===== src/rtl/arb_pkg.sv =====
package arb_pkg;
  localparam int ARB_ID_W = 3;

  typedef enum logic [2:0] {
    DEC_HOST     = 3'd0,
    DEC_RETURN   = 3'd1,
    DEC_HOLD     = 3'd2,
    DEC_PARK     = 3'd3,
    DEC_HANDOVER = 3'd4
  } arb_dec_e;
endpackage


===== src/rtl/rr_pick.sv =====
module rr_pick #(
  parameter int ID_W = arb_pkg::ARB_ID_W,
  localparam int NODES = 1 << ID_W
) (
  input  logic [NODES-1:0] cand,
  input  logic [ID_W-1:0]  base,
  output logic [ID_W-1:0]  pick,
  output logic             any
);
  logic [ID_W-1:0] idx [NODES];

  genvar g;
  generate
    for (g = 1; g <= NODES; g++) begin : g_off
      assign idx[g-1] = ID_W'(base + ID_W'(g));
    end
  endgenerate

  always_comb begin
    pick = base;
    any  = 1'b0;
    for (int off = NODES; off >= 1; off--) begin
      if (cand[idx[off-1]]) begin
        pick = idx[off-1];
        any  = 1'b1;
      end
    end
  end

  always_comb begin
    if (any) begin
      p_pick_is_candidate_r3: assert (cand[pick]);
    end
  end
endmodule


===== src/rtl/arb_state.sv =====
module arb_state
  import arb_pkg::*;
#(
  parameter int ID_W = ARB_ID_W,
  localparam int NODES = 1 << ID_W
) (
  input  logic             clk,
  input  logic             rst_n,
  input  logic [NODES-1:0] bus_req,
  input  logic [NODES-1:0] prio_req,
  input  logic             host_req,
  output logic [ID_W-1:0]  master_q,
  output logic             host_q
);
  logic [NODES-1:0] eff_req;
  logic [NODES-1:0] cand;
  logic             prio_any;
  logic             holds;
  logic [ID_W-1:0]  pick;
  logic             cand_any;
  arb_dec_e         dec;
  logic [ID_W-1:0]  master_d;
  logic             master_en;
  logic             host_d;

  rr_pick #(.ID_W(ID_W)) u_pick (
    .cand (cand),
    .base (master_q),
    .pick (pick),
    .any  (cand_any)
  );

  always_comb begin
    eff_req  = bus_req | prio_req;
    prio_any = |prio_req;
    cand     = prio_any ? prio_req : eff_req;
    holds    = eff_req[master_q] && (prio_req[master_q] || !prio_any);
    if (host_req)       dec = DEC_HOST;
    else if (host_q)    dec = DEC_RETURN;
    else if (holds)     dec = DEC_HOLD;
    else if (!cand_any) dec = DEC_PARK;
    else                dec = DEC_HANDOVER;
    master_en = (dec == DEC_HANDOVER);
    master_d  = pick;
    host_d    = (dec == DEC_HOST);
  end

  always_ff @(posedge clk or negedge rst_n) begin
    if (!rst_n) begin
      master_q <= '0;
      host_q   <= 1'b0;
    end else begin
      host_q <= host_d;
      if (master_en) master_q <= master_d;
    end
  end

  p_host_grant_r6: assert property (@(posedge clk) disable iff (!rst_n)
    host_req |=> host_q);
  p_host_freeze_r6: assert property (@(posedge clk) disable iff (!rst_n)
    (host_req || host_q) |=> $stable(master_q));
  p_host_release_r7: assert property (@(posedge clk) disable iff (!rst_n)
    (host_q && !host_req) |=> !host_q);
  p_hold_r4: assert property (@(posedge clk) disable iff (!rst_n)
    (!host_req && !host_q && bus_req[master_q] && prio_req == '0) |=> $stable(master_q));
  p_park_r5: assert property (@(posedge clk) disable iff (!rst_n)
    (!host_req && (bus_req | prio_req) == '0) |=> $stable(master_q));
  p_handover_r3: assert property (@(posedge clk) disable iff (!rst_n)
    (!host_req && !host_q && !bus_req[master_q] && !prio_req[master_q]
     && (bus_req | prio_req) != '0) |=> (master_q != $past(master_q)));
endmodule


===== src/rtl/rr_bus_arbiter_node.sv =====
module rr_bus_arbiter_node #(
  parameter int ID_W = arb_pkg::ARB_ID_W,
  localparam int NODES = 1 << ID_W
) (
  input  logic             clk,
  input  logic             rst_n,
  input  logic [ID_W-1:0]  node_id,
  input  logic [NODES-1:0] bus_req,
  input  logic [NODES-1:0] prio_req,
  input  logic             host_req,
  output logic             own_bus,
  output logic [ID_W-1:0]  master_id,
  output logic             host_grant
);
  logic [1:0] rst_sync_q;
  logic       rst_int_n;

  always_ff @(posedge clk or negedge rst_n) begin
    if (!rst_n) rst_sync_q <= 2'b00;
    else        rst_sync_q <= {rst_sync_q[0], 1'b1};
  end
  assign rst_int_n = rst_sync_q[1];

  arb_state #(.ID_W(ID_W)) u_state (
    .clk      (clk),
    .rst_n    (rst_int_n),
    .bus_req  (bus_req),
    .prio_req (prio_req),
    .host_req (host_req),
    .master_q (master_id),
    .host_q   (host_grant)
  );

  assign own_bus = !host_grant && (master_id == node_id);

  p_owner_excl_r2: assert property (@(posedge clk) disable iff (!rst_int_n)
    own_bus |-> !host_grant);
  p_owner_match_r2: assert property (@(posedge clk) disable iff (!rst_int_n)
    (!host_grant && master_id == node_id) |-> own_bus);
endmodule


===== config.mk =====
export PLATFORM = sky130hd
export DESIGN_NAME = rr_bus_arbiter_node
export DESIGN_NICKNAME = d
export VERILOG_FILES = /design/src/rtl/arb_pkg.sv /design/src/rtl/rr_pick.sv /design/src/rtl/arb_state.sv /design/src/rtl/rr_bus_arbiter_node.sv
export SDC_FILE = /design/constraint.sdc
export NUM_CORES = 1
export LEC_CHECK = 0
export BUFFER_PORTS_ARGS = -buffer_cell sky130_fd_sc_hd__buf_4
export CORE_MARGIN = 2
export CORE_UTILIZATION = 52
export DETAILED_ROUTE_END_ITERATION = 10
export GPL_TIMING_DRIVEN = 0
export HOLD_SLACK_MARGIN = 0.12
export PLACE_DENSITY = 0.77
export SYNTH_ARGS = -nofsm -noshare
export SYNTH_HDL_FRONTEND = slang
export SYNTH_SLANG_ARGS = --single-unit

===== constraint.sdc =====
create_clock -name clk -period 1.3 [get_ports clk]
set_input_delay 0.13 -clock clk [delete_from_list [all_inputs] [get_ports clk]]
set_output_delay 0.13 -clock clk [all_outputs]
set_load 0.02 [all_outputs]

==> flow_summary.json, run 1 <==
{
  "run_status": "complete, but fails checks",
  "violations": "negative setup slack",
  "synth.most_common_cell": "a21oi_1",
  "grt_pass1_vias": 1865,
  "reg2reg_setup_slack_ns": -1.45,
  "cp_slowest_cell": "dfrtp_2",
  "synth_common_cells": "a21oi_1 (14), mux4_2 (13), nand2_1 (11), nor2_1 (11), mux2i_1 (10)",
  "hp-class": "input pin to async pin",
  "drc": 0,
  "clock.fmax_mhz": 364,
  "grt_util_all_layers_pct": 35.0,
  "grt_max_degree": 11,
  "die_h_um": 61.7,
  "cp_top_family": "compound AO/OA/AOI/OAI gates",
  "synth_ff_type": "dfrtp_1",
  "synth_compound_area_share_pct": 31.1,
  "synth-seq-cells": 6,
  "syn_avg_cell_area_sq_um": 9.07,
  "cts_tree": "done",
  "p_leak_nw": 0.908,
  "pwr_density_cell_nw_per_um2": 3080,
  "area_delta_synth_final_pct": 37.7,
  "setup_violations": 4,
  "io_pins": 27,
  "routed_wl_um": 6150,
  "hold_viol_final": 0,
  "first_pass_iters": 5,
  "syn_nets": 215,
  "synthArstFlopShare_pct": 100,
  "num_rows": 20,
  "clk_pin_slew_ns": 0.06,
  "cp_common_cell": "inv_12",
  "portBuffers": 18,
  "r2r_start": "u_state.master_q[0]$_DFFE_PN0P_",
  "instances_no_fill": 277,
  "drt-wirelength-per-cell_um": 22.2,
  "ant_nets": 0,
  "cp_num_buf_inv": 6,
  "dieArea_sq_um": 3810,
  "reg2reg_depth": 14,
  "skew_ns": 0.0134,
  "die_w_um": 61.7,
  "synth_area_leaders": "mux4_2 (17%), dfrtp_1 (8.7%), mux2i_1 (5.8%)",
  "cp_slowest_stage_delay_ns": 0.41,
  "yosysTopAreaCell": "mux4_2",
  "drive_gt1_share_pct": 46.4,
  "clock_path_buffers": 2,
  "cts_root_buffer": "clkbuf_4",
  "muxShareOfSynthArea_pct": 25.5,
  "place_inst": 253,
  "initial_core_util_pct": 55.8,
  "arrival_ns": 2.92,
  "maxSlewViolCount": 0,
  "ys_seq_area_share_pct": 8.67,
  "worstPathRequired_ns": 1.47,
  "finalPower_mw": 7.34,
  "insertion_delay_ns": 0.25,
  "antenna_found_initial": 0,
  "fin_crit_ns": 2.75,
  "yosys_warnings": 0,
  "fin_crit_sh_pct": 211,
  "synth_cells": 191,
  "maxCapViolCount": 0,
  "finalHoldWorstSlack_ns": 0.218,
  "core_sq_um": 3100,
  "path_cells": "buf_8 > inv_12 > ha_4 > buf_16 > inv_12 > nor3_1 > a22oi_2 > o211ai_1 > buf_4 > buf_6 > nor3b_4 > o41a_1 > o21a_1 > a31oi_1",
  "viasPerCell": 7.15,
  "yosysTopAreaCellShare_pct": 16.9,
  "place_congestion": 0.994,
  "synth-edff-count": 0,
  "crit_type": "flip-flop to flip-flop",
  "setup_ws_ns": -1.45,
  "final.setup.tns_ns": -4.82,
  "synthAdderAreaFrac_pct": 1.45,
  "path_max_fanout": 5,
  "dp_slack_ns": -1.64,
  "relSlewSlack_pct": 54.2,
  "worst_pin_slew_ns": 0.681,
  "synth.distinct_cells": 52,
  "nNetsFinal": 258,
  "htreeDepth": 1,
  "startpoint_type": "flip-flop",
  "antennaDiodeCount": 0,
  "synth_area_sq_um": 1730,
  "overflow": 0,
  "grt_pass1_wl_um": 9680,
  "grt_setup_unrepaired": "true",
  "vdd_drop_max_mv": 2.54,
  "synth_top_family_by_area": "compound AO/OA/AOI/OAI gates",
  "dr.first_iter.drc_count": 243,
  "vias": 1981,
  "cts.sinks": 6,
  "rr_endpoint": "u_state.master_q[1]$_DFFE_PN0P_",
  "crit_path_end_kind": "flip-flop",
  "synth_xor_area_share_pct": 3.54,
  "hpwl_um": 4100,
  "synth_simple_gate_area_share_pct": 20.2,
  "cts_buffers": 3
}
==> flip-flops by register name, indices dropped and copies added (netlist names) <==
name	flops
rst_sync_q	2
u_state.host_q	1
u_state.master_q	3
==> placed cells by master, fill, tap and decap left out, types with 4 or more instances in the layout <==
cell and instances:
a2111oi_0 4, a211oi_1 5, a21o_1 9, a21oi_1 14, buf_4 39, buf_6 7
clkbuf_4 4, mux2i_1 10, mux4_2 13, nand2_1 11, nor2_1 10, nor3_1 6
nor4b_2 6, o21ai_0 4
==> through the flow <==
stage / instance area [sq um] / util [%]
3_5_place_dp: 1990 / 64.0
6_report: 2380 / 76.9
3_3_place_gp: 1990 / 64.0
2_1_floorplan: 1800 / -
5_1_grt: 2380 / 76.9
4_1_cts: 2340 / 75.4
==> worst max-delay path by stage <==
stage | startpoint | endpoint | slack [ns] | cells after the start
finish | u_state.master_q[0]$_DFFE_PN0P_ | u_state.master_q[1]$_DFFE_PN0P_ | -1.45 | 14
global route | u_state.master_q[1]$_DFFE_PN0P_ | u_state.master_q[1]$_DFFE_PN0P_ | -1.56 | 14
CTS | u_state.master_q[1]$_DFFE_PN0P_ | u_state.master_q[2]$_DFFE_PN0P_ | -1.35 | 11
detailed placement | u_state.master_q[1]$_DFFE_PN0P_ | u_state.master_q[2]$_DFFE_PN0P_ | -1.64 | 10
global placement | u_state.master_q[1]$_DFFE_PN0P_ | u_state.master_q[2]$_DFFE_PN0P_ | -1.61 | 10
floorplan | u_state.master_q[1]$_DFFE_PN0P_ | u_state.master_q[2]$_DFFE_PN0P_ | -1.37 | 10
==> power breakdown <==
part	switching [mW]	internal, mW
registers	0.0888	0.253
logic	3.39	3.41
clock network	0.0810	0.117
total	3.56	3.78
==> per-layer routing <==
layer	share of wire, %	global-route usage (%)	vias up	routed length [um]
met4	5.5	10.6	0	338
met1	37	46.5	909	2290
met5	0	0	-	0
li1	-	-	859	-
met2	46	56.2	174	2830
met3	11	8.90	39	690
==> final cells by class <==
class	instances	area (sq um)
Timing Repair Buffer	39	328
Buffer	22	230
Inverter	5	43.8
Tap cell	44	55.1
Sequential cell	6	154
Clock buffer	4	26.3
Multi-Input combinational cell	157	1550
Fill cell	229	718
==> kinds of logic (layout without fill, tap and decap cells) <==
group	Yosys count	in the layout
and+or+nand+nor	51	51
muxes	25	25
adders and majority gates	2	2
buffers and inverters	28	70
AOI/OAI and AO/OA	71	71
xor gates and xnor gates	7	7
other	1	1
DFF	6	6
==> repair_timing <==
| action | 4_1_cts | 5_1_grt |
|---|---|---|
| cloned | 1 | 0 |
| setup endpoints to repair | 4 | 4 |
| hold buffers | 3 | 0 |
| gates resized for setup | 35 | 9 |
| pin swaps | 9 | 7 |
| endpoints found under the hold margin | 7 | 0 |
| buffers inserted | 16 | 1 |
No activity file was read; power rests on OpenSTA's default activity.
==> run 2, diff against run 1 <==
--- a/config.mk
+++ b/config.mk
@@ -11,7 +11,8 @@
 export DETAILED_ROUTE_END_ITERATION = 10
 export GPL_TIMING_DRIVEN = 0
 export HOLD_SLACK_MARGIN = 0.12
-export PLACE_DENSITY = 0.77
+export PLACE_DENSITY = 0.85
+export SETUP_SLACK_MARGIN = 0.05
 export SYNTH_ARGS = -nofsm -noshare
 export SYNTH_HDL_FRONTEND = slang
 export SYNTH_SLANG_ARGS = --single-unit
==> run 2 against run 1 <==
Effect of this change: the flow still finishes with violations (negative setup slack); global-route usage is 3.0 points lower; clock-buffer cell count stayed put; final area is 2.5% lower; critical path depth is 5 lower; sequential power is 2% lower; flip-flop and latch count stayed put; largest power group unchanged.
==> flow_summary.json, run 2 (synthesis results as in run 1) <==
{
  "run_status": "complete, but fails checks",
  "violations": "negative setup slack",
  "swShare_pct": 50.0,
  "area_delta_synth_final_pct": 34.3,
  "cp_slowest_stage_delay_ns": 0.51,
  "path_cells": "buf_6 > inv_8 > ha_4 > mux4_2 > o211ai_1 > nand3_2 > o41ai_4 > a41oi_2 > o32a_1",
  "crit_path_end_kind": "flip-flop",
  "power_frac_clock_pct": 3.0,
  "clk_pin_slew_ns": 0.06,
  "finalInstanceArea_sq_um": 2330,
  "grt_setup_unrepaired": "true",
  "reg2reg_setup_slack_ns": -1.43,
  "final_cell_mix": "buf_4 (41), a21oi_1 (13), mux4_2 (13)",
  "grt_pass1_vias": 1820,
  "hold_viol_final": 0,
  "crit_type": "flip-flop to flip-flop",
  "ant_nets": 0,
  "seqPwrFrac_pct": 4.7,
  "die_h_um": 61.7,
  "worst_pin_slew_ns": 0.565,
  "largest_reg_flops": 3,
  "regMostFlops": "u_state.master_q",
  "first_pass_iters": 5,
  "hp-class": "input pin to async pin",
  "cts_root_buffer": "clkbuf_4",
  "finalHoldWorstSlack_ns": 0.198,
  "maxSlewViolCount": 0,
  "relSlewSlack_pct": 61.8,
  "setup_violations": 4,
  "viasPerCell": 7.18,
  "portBuffers": 18,
  "vias": 1990,
  "combinationalPowerShare_pct": 92.3,
  "drive_gt1_share_pct": 46.8,
  "io_pins": 27,
  "fin_crit_ns": 2.73,
  "path_max_fanout": 3,
  "drt-wirelength-per-cell_um": 21.9,
  "cts_tree": "done",
  "clock_path_buffers": 2,
  "r2r_start": "u_state.master_q[0]$_DFFE_PN0P_",
  "rr_endpoint": "u_state.master_q[2]$_DFFE_PN0P_",
  "cts.sinks": 6,
  "dr.first_iter.drc_count": 273,
  "die_w_um": 61.7,
  "hpwl_um": 3810,
  "switchingPower_mw": 3.55,
  "worstPathRequired_ns": 1.46,
  "grt_max_degree": 11,
  "p_leak_nw": 0.887,
  "layout_commonest_cell": "buf_4",
  "grt_util_all_layers_pct": 32.0,
  "dp_slack_ns": -1.65,
  "num_rows": 20,
  "startpoint_type": "flip-flop",
  "place_congestion": 0.976,
  "clock.fmax_mhz": 366,
  "cp_num_buf_inv": 2,
  "insertion_delay_ns": 0.27,
  "placedInstanceArea_sq_um": 1990,
  "grt_pass1_wl_um": 9050,
  "antenna_found_initial": 0,
  "cp_top_family": "compound AO/OA/AOI/OAI gates",
  "cp_slowest_cell": "mux4_2",
  "cts_buffers": 3,
  "fin_crit_sh_pct": 210,
  "routed_wl_um": 6060,
  "arrival_ns": 2.89,
  "htreeDepth": 1,
  "p_int_mw": 3.55,
  "nNetsFinal": 258,
  "initial_core_util_pct": 55.8,
  "vdd_drop_max_mv": 1.56,
  "dieArea_sq_um": 3810,
  "skew_ns": 0.0134,
  "drc": 0,
  "overflow": 0,
  "maxCapViolCount": 0,
  "antennaDiodeCount": 0,
  "biggestRegsByFlops": "u_state.master_q: 3 flops, rst_sync_q: 2 flops, u_state.host_q: 1 flops",
  "core_sq_um": 3100,
  "reg2reg_depth": 9,
  "setup_ws_ns": -1.43,
  "pwr_density_cell_nw_per_um2": 3060,
  "finalPower_mw": 7.11
}
## run 2: what timing repair did
action,CTS,global route
hold endpoints to repair,7,0
setup endpoints to repair,4,4
gates resized for setup,18,24
pin swaps,7,11
buffers inserted,10,9
hold buffers,3,0
## run 2: power groups by stage
stage	sequential [mW]	clock (mW)	combinational, mW
after global routing	0.341	0.217	6.92
after detailed placement	0.341	0	4.71
after CTS	0.333	0.207	5.35
after floorplan	0.367	0	3.74
final	0.335	0.213	6.56
after global placement	0.342	0	4.67
## run 2: final cells by class
cell class                      instances  area, sq um
Multi-Input combinational cell        157         1530
Inverter                                5         38.8
Tap cell                               44         55.1
Buffer                                 21          199
Fill cell                             212          777
Sequential cell                         6          153
Timing Repair Buffer                   40          328
Clock buffer                            4         26.3
## run 2: worst max path at each step
stage / startpoint / slack, ns / end / cells past startpoint
after floorplan: u_state.master_q[1]$_DFFE_PN0P_ / -1.37 / u_state.master_q[2]$_DFFE_PN0P_ / 10
after global placement: u_state.master_q[1]$_DFFE_PN0P_ / -1.63 / u_state.master_q[2]$_DFFE_PN0P_ / 10
after detailed placement: u_state.master_q[1]$_DFFE_PN0P_ / -1.65 / u_state.master_q[2]$_DFFE_PN0P_ / 10
after CTS: u_state.master_q[1]$_DFFE_PN0P_ / -1.57 / u_state.master_q[2]$_DFFE_PN0P_ / 10
after global routing: u_state.master_q[1]$_DFFE_PN0P_ / -1.53 / u_state.master_q[0]$_DFFE_PN0P_ / 11
final: u_state.master_q[0]$_DFFE_PN0P_ / -1.43 / u_state.master_q[2]$_DFFE_PN0P_ / 9
## run 2: per-stage QoR
step	cells	TNS [ns]	util, %
final	277	-4.94	75.0
after global routing	277	-5.18	75.0
after CTS	270	-5.25	70.3
after detailed placement	253	-5.46	64.0
after global placement	253	-5.38	64.0
after floorplan	191	-4.33	-
## run 2: per-layer routing
metal / GRT usage (%) / vias to the layer above / wire (um)
met2: 50.7 / 157 / 2750
li1: - / 859 / -
met4: 9.42 / 0 / 273
met1: 43.6 / 934 / 2330
met5: 0 / - / 0
met3: 7.66 / 40 / 702
## run 2: worst reg2reg max path, stage by stage, from the launching register on
cell and delay [ns]:
dfrtp_2 0.40, buf_6 0.14, inv_8 0.04, ha_4 0.29, mux4_2 0.51, o211ai_1 0.34
nand3_2 0.18, o41ai_4 0.47, a41oi_2 0.06, o32a_1 0.18
